<file path="src/rtl/bpart_pkg.sv">
package bpart_pkg;

    typedef enum logic {
        SIDE_DATA  = 1'b0,
        SIDE_INSTR = 1'b1
    } side_e;

    localparam int unsigned SIDES      = 2;
    localparam int unsigned LAT_FAST_N = 2;
    localparam int unsigned LAT_MID_N  = 5;

    function automatic logic [1:0] hit_latency(input int unsigned banks);
        if (banks <= LAT_FAST_N)     return 2'd1;
        else if (banks <= LAT_MID_N) return 2'd2;
        else                         return 2'd3;
    endfunction

endpackage

</file>
<file path="src/rtl/bpart_selector.sv">
module bpart_selector #(
    parameter int unsigned BANKS = 8,
    parameter int unsigned CW    = $clog2(2 * BANKS),
    parameter int unsigned CNTW  = $clog2(BANKS + 1)
) (
    input  logic            clk,
    input  logic            rst,
    input  logic            ifetch_miss,
    input  logic            dload_miss,
    input  logic [CNTW-1:0] instr_cnt,
    input  logic [CNTW-1:0] data_cnt,
    output logic            grant_to_instr,
    output logic            grant_to_data
);
    localparam logic [CW-1:0] SEL_MAX = CW'(2 * BANKS - 1);
    localparam logic [CW-1:0] SEL_MID = CW'(BANKS);

    logic [CW-1:0] sel_q;
    logic [CW-1:0] sel_step;
    logic [CW-1:0] sel_d;
    logic          up;
    logic          down;

    always_comb begin
        up   = ifetch_miss && !dload_miss;
        down = dload_miss && !ifetch_miss;
        sel_step = sel_q;
        if (up && sel_q != SEL_MAX)
            sel_step = sel_q + CW'(1);
        else if (down && sel_q != '0)
            sel_step = sel_q - CW'(1);
        grant_to_instr = up && (sel_step == SEL_MAX) && (data_cnt > CNTW'(1));
        grant_to_data  = down && (sel_step == '0) && (instr_cnt > CNTW'(1));
        sel_d = (grant_to_instr || grant_to_data) ? SEL_MID : sel_step;
    end

    always_ff @(posedge clk) begin
        if (rst) sel_q <= SEL_MID;
        else     sel_q <= sel_d;
    end
endmodule

</file>
<file path="src/rtl/bpart_owner.sv">
module bpart_owner #(
    parameter int unsigned BANKS = 8,
    parameter int unsigned BW    = $clog2(BANKS),
    parameter int unsigned CNTW  = $clog2(BANKS + 1)
) (
    input  logic             clk,
    input  logic             rst,
    input  logic             grant_to_instr,
    input  logic             grant_to_data,
    output logic [BANKS-1:0] own_q,
    output logic [CNTW-1:0]  instr_cnt,
    output logic [CNTW-1:0]  data_cnt,
    output logic             mv_valid,
    output logic [BW-1:0]    mv_bank,
    output logic             mv_to_instr
);
    import bpart_pkg::*;

    localparam int unsigned    I_INIT    = BANKS / 2;
    localparam int unsigned    D_INIT    = BANKS - I_INIT;
    localparam logic [BANKS-1:0] MASK_INIT = {BANKS{1'b1}} >> D_INIT;

    logic [BW-1:0] top_data;
    logic [BW-1:0] top_instr;

    always_comb begin
        top_data  = '0;
        top_instr = '0;
        for (int b = 0; b < BANKS; b++) begin
            if (own_q[b] == SIDE_DATA)  top_data  = BW'(b);
            if (own_q[b] == SIDE_INSTR) top_instr = BW'(b);
        end
    end

    always_ff @(posedge clk) begin
        if (rst) begin
            own_q       <= MASK_INIT;
            instr_cnt   <= CNTW'(I_INIT);
            data_cnt    <= CNTW'(D_INIT);
            mv_valid    <= 1'b0;
            mv_bank     <= '0;
            mv_to_instr <= 1'b0;
        end else begin
            mv_valid    <= grant_to_instr || grant_to_data;
            mv_to_instr <= grant_to_instr;
            mv_bank     <= '0;
            if (grant_to_instr) begin
                own_q[top_data] <= SIDE_INSTR;
                instr_cnt       <= instr_cnt + CNTW'(1);
                data_cnt        <= data_cnt - CNTW'(1);
                mv_bank         <= top_data;
            end else if (grant_to_data) begin
                own_q[top_instr] <= SIDE_DATA;
                instr_cnt        <= instr_cnt - CNTW'(1);
                data_cnt         <= data_cnt + CNTW'(1);
                mv_bank          <= top_instr;
            end
        end
    end
endmodule

</file>
<file path="src/rtl/bpart_latency.sv">
module bpart_latency #(
    parameter int unsigned CNTW = 4
) (
    input  logic [CNTW-1:0] banks,
    output logic [1:0]      lat
);
    import bpart_pkg::*;

    always_comb lat = hit_latency(32'(banks));
endmodule

</file>
<file path="src/rtl/bank_partitioner.sv">
module bank_partitioner #(
    parameter int unsigned BANKS = 8,
    parameter int unsigned BW    = $clog2(BANKS),
    parameter int unsigned CNTW  = $clog2(BANKS + 1),
    parameter int unsigned CW    = $clog2(2 * BANKS)
) (
    input  logic             clk,
    input  logic             rst,
    input  logic             ifetch_miss,
    input  logic             dload_miss,
    output logic [BANKS-1:0] instr_own,
    output logic [CNTW-1:0]  instr_banks,
    output logic [CNTW-1:0]  data_banks,
    output logic [1:0]       instr_lat,
    output logic [1:0]       data_lat,
    output logic             move_valid,
    output logic [BW-1:0]    move_bank,
    output logic             move_to_instr
);
    import bpart_pkg::*;

    logic            g_instr;
    logic            g_data;
    logic [CNTW-1:0] side_cnt [SIDES];
    logic [1:0]      side_lat [SIDES];

    bpart_selector #(.BANKS(BANKS), .CW(CW), .CNTW(CNTW)) u_sel (
        .clk            (clk),
        .rst            (rst),
        .ifetch_miss    (ifetch_miss),
        .dload_miss     (dload_miss),
        .instr_cnt      (instr_banks),
        .data_cnt       (data_banks),
        .grant_to_instr (g_instr),
        .grant_to_data  (g_data)
    );

    bpart_owner #(.BANKS(BANKS), .BW(BW), .CNTW(CNTW)) u_own (
        .clk            (clk),
        .rst            (rst),
        .grant_to_instr (g_instr),
        .grant_to_data  (g_data),
        .own_q          (instr_own),
        .instr_cnt      (instr_banks),
        .data_cnt       (data_banks),
        .mv_valid       (move_valid),
        .mv_bank        (move_bank),
        .mv_to_instr    (move_to_instr)
    );

    assign side_cnt[SIDE_DATA]  = data_banks;
    assign side_cnt[SIDE_INSTR] = instr_banks;

    for (genvar s = 0; s < SIDES; s++) begin : g_lat
        bpart_latency #(.CNTW(CNTW)) u_lat (
            .banks (side_cnt[s]),
            .lat   (side_lat[s])
        );
    end

    assign instr_lat = side_lat[SIDE_INSTR];
    assign data_lat  = side_lat[SIDE_DATA];
endmodule

</file>
<file path="config.mk">
export PLATFORM = sky130hd
export DESIGN_NAME = bank_partitioner
export DESIGN_NICKNAME = d
export VERILOG_FILES = /design/src/rtl/bpart_pkg.sv /design/src/rtl/bpart_selector.sv /design/src/rtl/bpart_owner.sv /design/src/rtl/bpart_latency.sv /design/src/rtl/bank_partitioner.sv
export SDC_FILE = /design/constraint.sdc
export NUM_CORES = 1
export LEC_CHECK = 0
export BUFFER_PORTS_ARGS = -buffer_cell sky130_fd_sc_hd__buf_4
export CORE_ASPECT_RATIO = 1.1
export CORE_MARGIN = 2
export CORE_UTILIZATION = 28
export DETAILED_ROUTE_END_ITERATION = 10
export GPL_TIMING_DRIVEN = 0
export PLACE_DENSITY_LB_ADDON = 0.05
export SYNTH_ARGS = -nofsm -noshare
export SYNTH_HDL_FRONTEND = slang
export SYNTH_SLANG_ARGS = --single-unit
</file>
<file path="constraint.sdc">
create_clock -name clk -period 2.5 [get_ports clk]
set_input_delay 0.125 -clock clk [delete_from_list [all_inputs] [get_ports clk]]
set_output_delay 0.125 -clock clk [all_outputs]
set_load 0.1 [all_outputs]
</file>
==> flow_summary.json <==
{
  "routed_wirelength_um": 4677,
  "syn-instance-count": 201,
  "die_w_um": 76.39,
  "cts_sinks": 25,
  "grt_pass1_vias": 1552,
  "portBuffers": 28,
  "synthSimpleGateAreaFrac_pct": 27.91,
  "syn_area_per_cell_um2": 8.030,
  "synth_seq_cells": 25,
  "gp_congestion": 0.8083,
  "cts_tree": "yes",
  "crit_family": "simple AND/OR/NAND/NOR gates",
  "drt_iter0_markers": 72,
  "final-setup-viol-count": 4,
  "drc": 0,
  "crit_end": "u_own.own_q[1]",
  "clock_skew_ns": 0.003383,
  "power_density_mw_per_mm2": 522.1,
  "synthArstFlopShare_pct": 0,
  "clkTransAtPathRegs_ns": 0.09,
  "boundaryPins": 29,
  "synth_fa_ha_area_share_pct": 7.752,
  "crit_path_start": "u_sel.sel_q[1]",
  "layout_commonest_cell": "buf_4",
  "rsz0062_at_grt": "yes",
  "vias": 1658,
  "cp_num_buf_inv": 1,
  "cp_slowest_stage_delay_ns": 0.56,
  "ys_seq_area_share_pct": 31.01,
  "cts_root_buf": "clkbuf_8",
  "numCtsBuffers": 3,
  "grt_pass1_wl_um": 7617,
  "area_growth_pct": 40.70,
  "cts_buffer_depth": 2,
  "synthXorXnorAreaFrac_pct": 0.5426,
  "num_rows": 29,
  "max_freq_mhz": 391.4,
  "required_ns": 2.71,
  "muxShareOfSynthArea_pct": 3.953,
  "die_h_um": 83.63,
  "critPathKind": "register to register",
  "r2r_cells": 8,
  "pre_cts_slack_ns": -0.4147,
  "clkLatencyLatePin_ns": 0.27,
  "slew_viol_final": 0,
  "vdd_drop_max_uv": 317.8,
  "endpoint_kind": "register",
  "dieArea_mm2": 0.006389,
  "status": "complete, but fails checks",
  "grt_max_degree": 14,
  "wire_per_inst_um": 14.39,
  "first_pass_iters": 4,
  "diodes": 0,
  "holdBufCountCts": 0,
  "fillers": 600,
  "regToRegSetupSlack_ns": -0.06,
  "relSlewSlack_pct": 53.60,
  "period_needed_ns": 2.555,
  "synth_top_family_by_area": "simple AND/OR/NAND/NOR gates",
  "viasPerCell": 5.102,
  "hp-class": "primary input to register",
  "whs_ns": 0.1652,
  "initial_core_util_pct": 28.51,
  "p_leak_nw": 0.8835,
  "track_usage_pct": 14.36,
  "crit_chain": "inv_4, ha_4, or3b_4, a221oi_2, a311oi_2, or4_4, or4b_4, a21oi_2",
  "htree_levels": 1,
  "grt_overflow": 0,
  "violations": "setup timing",
  "postRouteAntennaNets": 0,
  "critPathLaunchType": "register",
  "synth_area_mm2": 0.001614,
  "core_area_mm2": 0.005660,
  "synth_compound_area_share_pct": 22.79,
  "layout_common_cells": "buf_4, nor2_1, dfxtp_1",
  "setup_ws_ns": -0.05525,
  "path_max_fanout": 4,
  "drive_gt1_share_pct": 35.89,
  "yosys_warnings": 0,
  "fin_crit_sh_pct": 102.2,
  "synth-edff-count": 0,
  "crit_cells": 8,
  "maxCapViolations": 0,
  "syn_nets": 215,
  "synth.distinct_cells": 53,
  "dp_hpwl_um": 3232,
  "rr_startpoint": "u_sel.sel_q[1]",
  "slowest_stage": "or4_4",
  "synth-main-ff-cell": "dfxtp_1",
  "cp_data_arrival_time_ns": 2.77,
  "r2r_end": "u_own.own_q[1]",
  "tightest_slew_ns": 0.6887,
  "fin_nets": 263,
  "hold_viol_final": 0,
  "antenna_found_initial": 0
}
[state kept, by name, indices dropped and copies added, names as in the netlist]
| name | cells |
|---|---|
| u_own.data_cnt | 4 |
| u_own.own_q | 8 |
| u_own.mv_to_instr | 1 |
| u_own.instr_cnt | 4 |
| u_own.mv_bank | 3 |
| u_sel.sel_q | 4 |
| u_own.mv_valid | 1 |
[where the power goes]
part           internal [mW]  total [mW]  switching, mW
clock network          0.114       0.247          0.133
registers              0.425       0.452         0.0277
logic                  0.190       0.486          0.296
[cell type report]
cell class / count / area [µm²] / area share (%)
multi-input cells: 153 / 1154 / 50.80
flip-flops and latches: 25 / 515.5 / 22.70
repair buffers: 43 / 337.8 / 14.88
well taps: 77 / 96.34 / 4.242
plain buffers: 12 / 76.32 / 3.361
inverters: 11 / 46.29 / 2.039
clock buffers: 4 / 45.04 / 1.983
[worst min-delay path by stage]
stage	from	end	slack, ns	cells past startpoint
global route	rst	u_own.own_q[0]	0.18	4
detailed placement	rst	u_own.own_q[0]	0.44	4
finish	rst	u_own.own_q[0]	0.17	4
global placement	rst	u_own.own_q[0]	0.45	4
CTS	rst	u_own.own_q[0]	0.16	4
floorplan	rst	u_own.own_q[0]	0.33	3
[logic make-up (layout without fill, tap and decap cells)]
| group | after synthesis | in the layout |
|---|---|---|
| simple gates | 84 | 84 |
| compound gates | 52 | 52 |
| flops | 25 | 25 |
| buf+inv | 23 | 70 |
| fa+ha+maj | 10 | 10 |
| mux | 6 | 6 |
| xor+xnor | 1 | 1 |
[cells in the mapped netlist, types with 5 or more instances]
library cell / count / share of area [%]
a21oi_1: 13 / 4.0
a22oi_1: 5 / 2.3
clkbuf_1: 8 / 1.9
dfxtp_1: 25 / 31
ha_1: 10 / 7.8
inv_1: 11 / 2.6
nand2_1: 10 / 2.3
nand3_1: 6 / 1.9
nor2_1: 22 / 5.1
nor2b_1: 8 / 3.1
nor3_1: 14 / 4.3
nor4_1: 6 / 2.3
o21ai_0: 8 / 2.5
[worst min-delay path, delay by kind of cell]
kind            cells  cell delay, ns
compound gates      1            0.10
simple gates        2            0.11
buf+inv             1            0.08
[what timing repair did]
| item | in CTS | in global routing |
|---|---|---|
| setup buffers | 11 | 4 |
| gates cloned | 0 | 0 |
| gates resized for setup | 26 | 12 |
| hold endpoints to repair | 0 | 0 |
| pin swaps | 11 | 8 |
| endpoints found under the setup margin | 22 | 14 |
[stage by stage]
| step | power (mW) | std cells | instance area (µm²) | util [%] | TNS [ns] |
|---|---|---|---|---|---|
| 6_report | 1.186 | 325 | 2271 | 40.12 | -0.1340 |
| 3_3_place_gp | 0.8671 | 306 | 1976 | 34.90 | -7.185 |
| 2_1_floorplan | 0.7733 | 201 | 1669 | - | 0 |
| 3_5_place_dp | 0.8637 | 306 | 1976 | 34.90 | -6.078 |
| 5_1_grt | 1.258 | 325 | 2271 | 40.12 | -0.5363 |
| 4_1_cts | 1.178 | 321 | 2193 | 38.75 | -0.3830 |
[routing by layer]
layer	track usage [%]	up-vias	part of all wire (%)
met1	18.99	763	49
li1	-	843	-
met4	3.636	0	1.3
met2	24.14	46	46
met5	0	-	0
met3	2.597	6	3.9
No activity file was read; power rests on OpenSTA's default activity.
